$ cat src/rtl/mdio_mgmt_pkg.sv
package mdio_mgmt_pkg;

    localparam int DATA_W    = 16;
    localparam int ADDR_W    = 5;
    localparam int PRE_LEN   = 32;
    localparam int HDR_LEN   = 4 + 2 * ADDR_W;
    localparam int SHORT_LEN = HDR_LEN + 2 + DATA_W;
    localparam int FRAME_LEN = PRE_LEN + SHORT_LEN;
    localparam int CNT_W     = $clog2(FRAME_LEN);
    localparam int HALF_W    = 7;

    localparam logic [2:0] RIDX_MODE = 3'd0;
    localparam logic [2:0] RIDX_CMD  = 3'd1;
    localparam logic [2:0] RIDX_ADDR = 3'd2;
    localparam logic [2:0] RIDX_TXD  = 3'd3;
    localparam logic [2:0] RIDX_RXD  = 3'd4;
    localparam logic [2:0] RIDX_STAT = 3'd5;

    typedef enum logic {
        MOP_READ  = 1'b0,
        MOP_WRITE = 1'b1
    } mop_e;

    typedef struct packed {
        mop_e              op;
        logic              skip_pre;
        logic [ADDR_W-1:0] phy;
        logic [ADDR_W-1:0] regad;
        logic [DATA_W-1:0] wdata;
    } mreq_t;

    // Build the whole frame left-aligned so the first bit to send is the MSB.
    function automatic logic [FRAME_LEN-1:0] pack_frame(input mreq_t r);
        logic [SHORT_LEN-1:0] body;
        logic [1:0]           opc;
        logic [1:0]           ta;
        logic [DATA_W-1:0]    dat;
        opc  = (r.op == MOP_WRITE) ? 2'b01 : 2'b10;
        ta   = (r.op == MOP_WRITE) ? 2'b10 : 2'b00;
        dat  = (r.op == MOP_WRITE) ? r.wdata : '0;
        body = {2'b01, opc, r.phy, r.regad, ta, dat};
        if (r.skip_pre)
            return {body, {PRE_LEN{1'b1}}};
        return {{PRE_LEN{1'b1}}, body};
    endfunction

endpackage

$ cat src/rtl/mdio_clkdiv.sv
module mdio_clkdiv
    import mdio_mgmt_pkg::*;
(
    input  logic              clk,
    input  logic              rst,
    input  logic              run,
    input  logic [HALF_W-1:0] half,
    output logic              mdc,
    output logic              rise_stb,
    output logic              fall_stb
);

    logic [HALF_W-1:0] cnt_q;
    logic              mdc_q;
    logic              tick;

    // half is already clamped to at least 1 by the caller
    assign tick     = run && (cnt_q >= half - 1'b1);
    assign rise_stb = tick && !mdc_q;
    assign fall_stb = tick && mdc_q;
    assign mdc      = mdc_q;

    always_ff @(posedge clk) begin
        if (rst || !run) begin
            cnt_q <= '0;
            mdc_q <= 1'b0;
        end else if (tick) begin
            cnt_q <= '0;
            mdc_q <= ~mdc_q;
        end else begin
            cnt_q <= cnt_q + 1'b1;
        end
    end


    mdc_idle_low_chk: assert property (@(posedge clk) disable iff (rst)
        !run |=> !mdc_q);

endmodule

$ cat src/rtl/mdio_frame_engine.sv
module mdio_frame_engine
    import mdio_mgmt_pkg::*;
(
    input  logic              clk,
    input  logic              rst,
    input  logic              start,
    input  mreq_t             req,
    input  logic              rise_stb,
    input  logic              fall_stb,
    input  logic              mdio_i,
    output logic              busy,
    output logic              done,
    output logic              mdio_o,
    output logic              mdio_oe,
    output logic [DATA_W-1:0] rdata
);

    localparam logic [CNT_W-1:0] LAST_FULL  = CNT_W'(FRAME_LEN - 1);
    localparam logic [CNT_W-1:0] LAST_SHORT = CNT_W'(SHORT_LEN - 1);
    localparam logic [CNT_W-1:0] DRIVE_MIN  = CNT_W'(DATA_W + 2);
    localparam logic [CNT_W-1:0] DATA_SPAN  = CNT_W'(DATA_W);

    logic [FRAME_LEN-1:0] sh_q;
    logic [CNT_W-1:0]     left_q;
    logic [CNT_W-1:0]     left_nx;
    logic                 busy_q;
    logic                 wr_q;
    logic                 oe_q;
    logic [DATA_W-1:0]    rd_q;

    assign left_nx = left_q - 1'b1;
    assign done    = busy_q && fall_stb && (left_q == '0);
    assign busy    = busy_q;
    assign mdio_o  = busy_q && sh_q[FRAME_LEN-1];
    assign mdio_oe = oe_q;
    assign rdata   = rd_q;

    always_ff @(posedge clk) begin
        if (rst) begin
            sh_q   <= '0;
            left_q <= '0;
            busy_q <= 1'b0;
            wr_q   <= 1'b0;
            oe_q   <= 1'b0;
            rd_q   <= '0;
        end else if (start && !busy_q) begin
            sh_q   <= pack_frame(req);
            left_q <= req.skip_pre ? LAST_SHORT : LAST_FULL;
            busy_q <= 1'b1;
            wr_q   <= (req.op == MOP_WRITE);
            oe_q   <= 1'b1;
        end else if (busy_q) begin
            if (rise_stb && !wr_q && (left_q < DATA_SPAN))
                rd_q <= {rd_q[DATA_W-2:0], mdio_i};
            if (fall_stb) begin
                if (left_q == '0) begin
                    busy_q <= 1'b0;
                    oe_q   <= 1'b0;
                end else begin
                    sh_q   <= sh_q << 1;
                    left_q <= left_nx;
                    oe_q   <= wr_q || (left_nx >= DRIVE_MIN);
                end
            end
        end
    end


    mdio_hold_chk: assert property (@(posedge clk) disable iff (rst)
        busy_q && !fall_stb |=> $stable(mdio_o));


    rd_release_chk: assert property (@(posedge clk) disable iff (rst)
        busy_q && !wr_q && (left_q < DATA_SPAN) |-> !oe_q);

endmodule

$ cat src/rtl/mdio_mgmt.sv
module mdio_mgmt
    import mdio_mgmt_pkg::*;
(
    input  logic        clk,
    input  logic        rst,
    input  logic        reg_wr,
    input  logic [2:0]  reg_addr,
    input  logic [31:0] reg_wdata,
    output logic [31:0] reg_rdata,
    output logic        mdc,
    output logic        mdio_o,
    output logic        mdio_oe,
    input  logic        mdio_i
);

    logic [HALF_W-1:0] div_q;
    logic              nopre_q;
    logic              scan_q;
    logic [ADDR_W-1:0] phy_q;
    logic [ADDR_W-1:0] regad_q;
    logic [DATA_W-1:0] txd_q;
    logic [DATA_W-1:0] rxd_q;
    logic              invalid_q;
    logic              linkf_q;
    logic              scan_frame_q;
    logic              rd_frame_q;

    logic              wr_cmd;
    logic              one_shot;
    logic              launch;
    logic              launch_scan;
    logic [HALF_W-1:0] half;
    mreq_t             req;
    logic              eng_busy;
    logic              eng_done;
    logic [DATA_W-1:0] eng_rdata;
    logic              rise_stb;
    logic              fall_stb;
    logic [15:0]       unused_wdata;

    assign unused_wdata = reg_wdata[31:16];

    assign wr_cmd      = reg_wr && (reg_addr == RIDX_CMD);
    assign one_shot    = wr_cmd && (reg_wdata[1] || reg_wdata[2]);
    assign launch_scan = wr_cmd ? reg_wdata[0] && !one_shot : scan_q;
    assign launch      = !eng_busy && (one_shot || launch_scan);
    assign half        = (div_q == '0) ? HALF_W'(1) : div_q;

    always_comb begin
        req.op       = (wr_cmd && reg_wdata[2]) ? MOP_WRITE : MOP_READ;
        req.skip_pre = nopre_q;
        req.phy      = phy_q;
        req.regad    = regad_q;
        req.wdata    = txd_q;
    end

    mdio_clkdiv u_div (
        .clk      (clk),
        .rst      (rst),
        .run      (eng_busy),
        .half     (half),
        .mdc      (mdc),
        .rise_stb (rise_stb),
        .fall_stb (fall_stb)
    );

    mdio_frame_engine u_eng (
        .clk      (clk),
        .rst      (rst),
        .start    (launch),
        .req      (req),
        .rise_stb (rise_stb),
        .fall_stb (fall_stb),
        .mdio_i   (mdio_i),
        .busy     (eng_busy),
        .done     (eng_done),
        .mdio_o   (mdio_o),
        .mdio_oe  (mdio_oe),
        .rdata    (eng_rdata)
    );

    always_ff @(posedge clk) begin
        if (rst) begin
            div_q        <= '0;
            nopre_q      <= 1'b0;
            scan_q       <= 1'b0;
            phy_q        <= '0;
            regad_q      <= '0;
            txd_q        <= '0;
            rxd_q        <= '0;
            invalid_q    <= 1'b0;
            linkf_q      <= 1'b0;
            scan_frame_q <= 1'b0;
            rd_frame_q   <= 1'b0;
        end else begin
            if (reg_wr) begin
                case (reg_addr)
                    RIDX_MODE: begin
                        div_q   <= reg_wdata[HALF_W:1];
                        nopre_q <= reg_wdata[8];
                    end
                    RIDX_CMD:  scan_q <= reg_wdata[0];
                    RIDX_ADDR: begin
                        phy_q   <= reg_wdata[4:0];
                        regad_q <= reg_wdata[12:8];
                    end
                    RIDX_TXD:  txd_q <= reg_wdata[DATA_W-1:0];
                    default:   ;
                endcase
            end
            if (launch) begin
                scan_frame_q <= launch_scan;
                rd_frame_q   <= (req.op == MOP_READ);
            end
            if (eng_done && rd_frame_q)
                rxd_q <= eng_rdata;
            if (eng_done && scan_frame_q)
                linkf_q <= ~eng_rdata[2];
            if (wr_cmd && reg_wdata[0] && !scan_q)
                invalid_q <= 1'b1;
            else if ((eng_done && scan_frame_q) || (wr_cmd && !reg_wdata[0]))
                invalid_q <= 1'b0;
        end
    end

    always_comb begin
        case (reg_addr)
            RIDX_MODE: reg_rdata = {23'd0, nopre_q, div_q, 1'b0};
            RIDX_CMD:  reg_rdata = {31'd0, scan_q};
            RIDX_ADDR: reg_rdata = {19'd0, regad_q, 3'd0, phy_q};
            RIDX_TXD:  reg_rdata = {16'd0, txd_q};
            RIDX_RXD:  reg_rdata = {16'd0, rxd_q};
            RIDX_STAT: reg_rdata = {29'd0, invalid_q, eng_busy, linkf_q};
            default:   reg_rdata = '0;
        endcase
    end


    oe_idle_chk: assert property (@(posedge clk) disable iff (rst)
        !eng_busy |-> !mdio_oe);


    rxd_hold_chk: assert property (@(posedge clk) disable iff (rst)
        !eng_done |=> $stable(rxd_q));


    invalid_clear_chk: assert property (@(posedge clk) disable iff (rst)
        $fell(invalid_q) |-> $past(eng_done || wr_cmd));

endmodule

$ cat config.mk
export PLATFORM = sky130hd
export DESIGN_NAME = mdio_mgmt
export DESIGN_NICKNAME = d
export VERILOG_FILES = /design/src/rtl/mdio_mgmt_pkg.sv /design/src/rtl/mdio_clkdiv.sv /design/src/rtl/mdio_frame_engine.sv /design/src/rtl/mdio_mgmt.sv
export SDC_FILE = /design/constraint.sdc
export NUM_CORES = 1
export LEC_CHECK = 0
export ABC_AREA = 1
export BUFFER_PORTS_ARGS = -buffer_cell sky130_fd_sc_hd__clkbuf_2
export CAP_MARGIN = 20
export CORE_UTILIZATION = 40
export CTS_CLUSTER_SIZE = 16
export DETAILED_ROUTE_END_ITERATION = 8
export GPL_ROUTABILITY_DRIVEN = 0
export PLACE_DENSITY_LB_ADDON = 0.15
export SYNTH_ARGS = -nofsm -noshare
export SYNTH_HDL_FRONTEND = slang
export SYNTH_SLANG_ARGS = --single-unit
$ cat constraint.sdc
create_clock -name clk -period 3.21 [get_ports clk]
set_clock_uncertainty 0.05 [all_clocks]
set_input_delay 0.963 -clock clk [delete_from_list [all_inputs] [get_ports clk]]
set_output_delay 0.963 -clock clk [all_outputs]
set_load 0.005 [all_outputs]
* After elaboration in Yosys (flattened, before gate mapping)
Cells that the tools add are included.
** Storage, ports and cells
- Bits in registers :: 152
- Input bits :: 39
- Output and inout port bits :: 35
- Logic and storage cells :: 110
** Cells by class
- Add/sub/neg operators :: 3
- Order comparisons :: 3
- Equal/unequal tests :: 6
- Mux-type cells :: 31
- Bitwise operators :: 4
- Reduce and logical (&&, ||, !) cells :: 44
** Operators with widths (number)
- $mux W64 :: 6
- $pmux W16 S6 :: 1
- $mux W6 :: 5
- $logic_and A1 B1 Y1 :: 19
- $mux W16 :: 1
- $mux W1 :: 15
- $reduce_and A2 Y1 :: 5
- $add A7 B1 Y7 const B :: 1
- $ge A7 B7 Y1 :: 1
- $logic_not A7 Y1 :: 1
- $mux W7 :: 1
- $sub A7 B1 Y7 const B :: 1
- $eq A3 B2 Y1 const B :: 2
- $eq A3 B3 Y1 const B :: 2
- $ge A6 B5 Y1 const B :: 1
- $logic_not A1 Y1 :: 6
- $logic_not A6 Y1 :: 1
- $lt A6 B5 Y1 const B :: 1
- $reduce_and A3 Y1 :: 2
- $reduce_bool A2 Y1 :: 3
- $sub A6 B1 Y6 const B :: 1
- $logic_or A1 B1 Y1 :: 5
- $mux W2 :: 2
- $not A1 Y1 :: 4
- other kinds (4) :: 4

* Depth between registers and ports, before layout
- Word-level depth :: 13
- Mapped depth :: 21

* By module
From an unflattened synthesis, not the netlist that was laid out.
** Unflattened totals
- Cell total of the unflattened synthesis :: 968
- Area total of the unflattened synthesis :: 7103.1 µm²
** Modules (own cells, without submodules)
- mdio_frame_engine :: instances 1, cells each 538, area an instance 3931.3 µm², sequential area each 1781.7 µm²
- mdio_mgmt :: instances 1, cells each 348, area an instance 2504.9 µm², sequential area each 1101.1 µm²
- mdio_clkdiv :: instances 1, cells each 82, area an instance 666.9 µm², sequential area each 160.2 µm²

* Worst setup path after synthesis
OpenSTA, ideal clock, no wires.
- Path type :: register -> register
- From :: register div_q[3]
- To :: register u_eng.left_q[4]
- Library setup time :: 0.115 ns
- Arrival :: 2.560 ns
- Required time :: 3.045 ns
- Setup slack :: 0.484 ns
- Cell stages (with the launch flop) :: 21
- Buffers on the path :: 2
- Cell sequence :: dfxtp_1 inv_1 nand2_1 nor3_1 nand3_1 nand2_1 inv_1 ha_1 nand2_1 xor2_1 ha_1 nand2_1 inv_1 a21oi_1 nand3_1 nand4_1 nand2_2 buf_6 buf_4 o21ai_0 inv_1
** On the way
- Word-level cells in the longest chain between the ends :: 8
** Ends and longest elaborated chain
- from (decl) :: line mdio_mgmt.sv:16 : logic [HALF_W-1:0] div_q;
- from (signal assigned) :: line mdio_mgmt.sv:99 : div_q <= reg_wdata[HALF_W:1];
- $logic_not A7 Y1 :: line mdio_mgmt.sv:47 : assign half = (div_q == '0) ? HALF_W'(1) : div_q;
- $mux W7 (*) :: line mdio_mgmt.sv:47
- $sub A7 B1 Y7 (*) :: line mdio_clkdiv.sv:18 : assign tick = run && (cnt_q >= half - 1'b1);
- $ge A7 B7 Y1 (*) :: line mdio_clkdiv.sv:18
- $logic_and A1 B1 Y1 (*) :: line mdio_clkdiv.sv:18
- $logic_and A1 B1 Y1 (*) :: line mdio_clkdiv.sv:20 : assign fall_stb = tick && mdc_q;
- $reduce_bool A2 Y1 (no source line) (*)
- $reduce_and A3 Y1 (no source line) (*)
- to (signal assigned) :: line mdio_frame_engine.sv:48 : left_q <= req.skip_pre ? LAST_SHORT : LAST_FULL;
- to (signal assigned) :: line mdio_frame_engine.sv:61 : left_q <= left_nx;
- to (decl) :: line mdio_frame_engine.sv:24 : logic [CNT_W-1:0] left_q;
Mark *: on every way between the ends. The rest lies on a longest branch, timed or not.
A chain may end at the register's enable or synchronous reset.

* Worst setup path after layout
- From :: input port reg_addr[1]
- To :: output port reg_rdata[10]
** On the way
- Word-level cells in the longest chain between the ends :: 2
** Ends and longest elaborated chain
- from (decl) :: line mdio_mgmt.sv:7 : input logic [2:0] reg_addr,
- $eq A3 B3 Y1 (tied with other cells) :: line mdio_mgmt.sv:127 : case (reg_addr)
- $pmux W16 S6 (*) :: line mdio_mgmt.sv:127
- to (decl) :: line mdio_mgmt.sv:9 : output logic [31:0] reg_rdata,
Marks and branches as above.

==> summary.txt <==
Detailed routing
  • Wire length per cell: 12.15 um
  • 1st-iter DRT viols: 352
  • Routed WL: ~19000 um
  • Vias per cell: approximately 4.5
  • DR pass1 iterations: 5
  • Via count: 7097
  • Residual DRC: 0
  • Final ANT Viol Nets: 0

Logic synthesis
  • Seq/Total Area, Yosys: 0.3883
  • Warnings from Yosys: 0
  • Post-Syn Area: just under 0.008 mm2
  • Post-synthesis cell count: 1268
  • Yosys cell types: 34
  • Post-synthesis register bit count: around 150
  • Mapped Avg Cell Area: 6.180 um2

Timing
  • RSZ-0062 raised after global routing: no
  • Final Hold Vio Count: 0
  • Final period utilization: 0.9632
  • Worst Tran Pin Value: ~0.5 ns
  • Total negative setup slack: 0 ns
  • Fmax achieved: between 0.3 and 0.4 GHz
  • Final setup vio count: 0
  • Min cycle time layout: between 3 and 4 ns
  • Slew Limit Headroom: 0.6663
  • Slew Viols, Final: 0

Clocking
  • Clock Tree Buf Depth: 2
  • Root Buffer Master: clkbuf_16
  • CTS clk-pin slew, worst paths: about 0.060 ns
  • H-tree Lvls: 4
  • CTS buffer count: 17
  • Hold-fix buffers, CTS: 0
  • CTS tree: done
  • CTS sink cnt: about 150
  • Clk Latency, worst-skew pair: roughly 0.42 ns

Setup path
  • Crit path DAT: between 2 and 2.5 ns
  • Cells on worst reg2reg path: 22
  • Critical path startpoint category: primary input
  • Crit-path cells: clkbuf_2 -> inv_1 -> nor2_1 -> nand2_1 -> buf_4 -> o221ai_1 -> clkbuf_2
  • Reg2Reg Capture Point: u_eng.rdata[5]
  • Critical path required time: around 2.2 ns
  • Crit Path Category: in2out
  • Worst path buffer plus inverter count: 4
  • Worst Setup End Kind: output pin
  • Reg2reg start: div_q[3]
  • Largest driver fanout on the critical path: 7
  • CP endpoint: reg_rdata[10]
  • Critical path origin: reg_addr[1]
  • R2r setup slk: 0.35 ns
  • Crit-path slowest cell: o221ai_1
  • CP delay by family, top: buffers and inverters
  • Crit path depth: 7
  • Slowest cell delay on critical path: ~0.22 ns
  • Worst path most repeated cell: clkbuf_2

GRT
  • Largest net degree at the start of global routing: between 60 and 70
  • Vias in the first global route: 6321
  • Grt ovf: 0
  • Initial antenna violation count: 0
  • GRT Total Usage: 0.1978
  • Global-route wire length before repair: about 32000 um

Power
  • Clock Power Share: 0.461
  • PwrDens: approximately 560 mW/mm2
  • P_int: approximately 3700 uW
  • Tot Pwr: about 5000 uW
  • Max VDD drop: slightly below 0.4 mV
  • Leakage: approximately 0.0044 uW
  • Sequential share of power: 0.405
  • Sw Share: 0.2617
  • Combinational fraction of design power: 0.134
  • Psw: ~1300 uW

Floorplanning
  • Top-Level Pins: 74
  • Die Width: between 100 and 150 um
  • Die Y-Extent: ~140 um
  • DIE AREA: 0.02015 mm2
  • Cell Rows: 50
  • Initial Util: 0.4134
  • Core area: between 0.015 and 0.02 mm2

Job
  • Max Cap Viol: 0

Placement
  • Port bufs: between 40 and 50
  • Final HPWL DP: between 10000 and 15000 um

Min path
  • HP Class: reg2reg

Layout
  • Antenna diodes: 0
  • # nets final: 1347
  • Final core occ: 0.4774
  • Ratio of cells with drive above 1 in the final layout: 0.09618
  • Syn-to-layout area delta: 15.49%

Run status
  • Status: completed
-- power groups by stage --
stage,clock network (uW),logic [uW],registers (uW)
finish,2330,677,2040
global route,2450,787,2050
CTS,2370,674,2040
detailed placement,0,669,2080
global placement,0,664,2080
floorplan,0,536,2070
-- per-layer routing --
layer	part of all wire	global-route usage	wire [um]	up-vias
li1	-	-	-	3855
met1	0.50	0.2641	9571	3142
met2	0.46	0.3249	8684	87
met3	0.033	0.04408	633	13
met4	0.0095	0.04471	181	0
met5	0	0	0	-
-- logic make-up (layout without fill, tap and decap cells) --
kind of cell / after synthesis / after routing / share of synthesized area
and+or+nand+nor: 748 / 748 / 0.3700
buffers and inverters: 221 / 248 / 0.1250
DFF: 152 / 152 / 0.3883
AOI/OAI and AO/OA: 124 / 124 / 0.08638
adders and majority gates: 11 / 11 / 0.01756
xor gates and xnor gates: 11 / 11 / 0.01230
other: 1 / 16 / 0.0004785
-- worst min-delay path by stage --
stage | cells after the start | startpoint | end | slack [ns]
detailed placement | 1 | u_div.cnt_q[0] | u_div.cnt_q[0] | 0.41
finish | 1 | u_div.cnt_q[0] | u_div.cnt_q[0] | 0.42
global route | 2 | u_eng.sh_q[36] | u_eng.sh_q[36] | 0.45
floorplan | 1 | u_div.cnt_q[0] | u_div.cnt_q[0] | 0.38
CTS | 1 | u_div.cnt_q[0] | u_div.cnt_q[0] | 0.42
global placement | 1 | u_div.cnt_q[0] | u_div.cnt_q[0] | 0.40
-- flip-flops by register name, summed over array words and instances, names as in the netlist, 5 cells and up --
register / count
regad_q: 5
rxd_q: 16
txd_q: 16
phy_q: 5
u_eng.sh_q: 64
u_eng.left_q: 6
u_div.cnt_q: 7
div_q: 7
u_eng.rdata: 16
-- placed cells by master (no fill, tap or decap), drive strengths merged --
cell type,Yosys,routed
a21boi,1,1
a21oi,49,49
a221oi,2,2
a22oi,1,1
buf,54,32
bufinv,0,6
clkbuf,25,60
clkinv,1,4
clkinvlp,0,2
conb,1,16
dfxtp,152,152
ha,11,11
inv,141,144
nand2,498,498
nand3,21,21
nand4,3,3
nor2,220,220
nor3,4,4
nor3b,1,1
o2111ai,4,4
o21ai,59,59
o21bai,1,1
o221ai,7,7
or2,1,1
xnor2,3,3
xor2,8,8
-- what timing repair did --
action	in CTS	in global routing
buffers inserted	0	2
gates resized for setup	0	7
setup endpoints to repair	0	75
-- synthesized netlist by cell type (all sizes together) --
| cell type | number | share of area |
|---|---|---|
| o2111ai | 4 | 0.0045 |
| nand2 | 498 | 0.24 |
| nor3 | 4 | 0.0026 |
| nor3b | 1 | 0.00096 |
| or2 | 1 | 0.00080 |
| a21boi | 1 | 0.00096 |
| o21bai | 1 | 0.00096 |
| ha | 11 | 0.018 |
| o21ai | 59 | 0.038 |
| a22oi | 1 | 0.00096 |
| xor2 | 8 | 0.0089 |
| nand3 | 21 | 0.015 |
| nor2 | 220 | 0.11 |
| conb | 1 | 0.00048 |
| nand4 | 3 | 0.0024 |
| clkbuf | 25 | 0.012 |
| clkinv | 1 | 0.00048 |
| a221oi | 2 | 0.0022 |
| xnor2 | 3 | 0.0034 |
| buf | 54 | 0.045 |
| a21oi | 49 | 0.031 |
| dfxtp | 152 | 0.39 |
| o221ai | 7 | 0.0078 |
| inv | 141 | 0.068 |
-- final cells by class --
type,instances,area [um2]
fillers,2048,9906
flip-flops and latches,152,3043
clock inverters,14,244.0
inverters,142,534.3
clock buffers,18,439.2
repair buffers,74,558.0
well taps,260,325.3
multi-input cells,910,3906
-- through the flow --
stage / std cells / cell area, um2 / hold WS, ns / worst slack (ns)
2_1_floorplan: 1283 / 7893 / 0.3797 / 0.4845
3_3_place_gp: 1535 / 8298 / 0.3979 / 0.1443
3_5_place_dp: 1535 / 8298 / 0.4080 / 0.1407
4_1_cts: 1567 / 8981 / 0.4230 / 0.07676
5_1_grt: 1570 / 9050 / 0.4489 / 0.03804
6_report: 1570 / 9050 / 0.4197 / 0.1183
-- worst reg2reg max path, delay by kind of cell (launching register included) --
| family | cells | cell delay (ns) |
|---|---|---|
| compound gates | 1 | 0.13 |
| xor+xnor | 1 | 0.16 |
| fa+ha+maj | 2 | 0.45 |
| buf+inv | 5 | 0.51 |
| flops | 1 | 0.32 |
| simple gates | 13 | 1.15 |
Note: power is estimated with default switching activity, not from simulation.
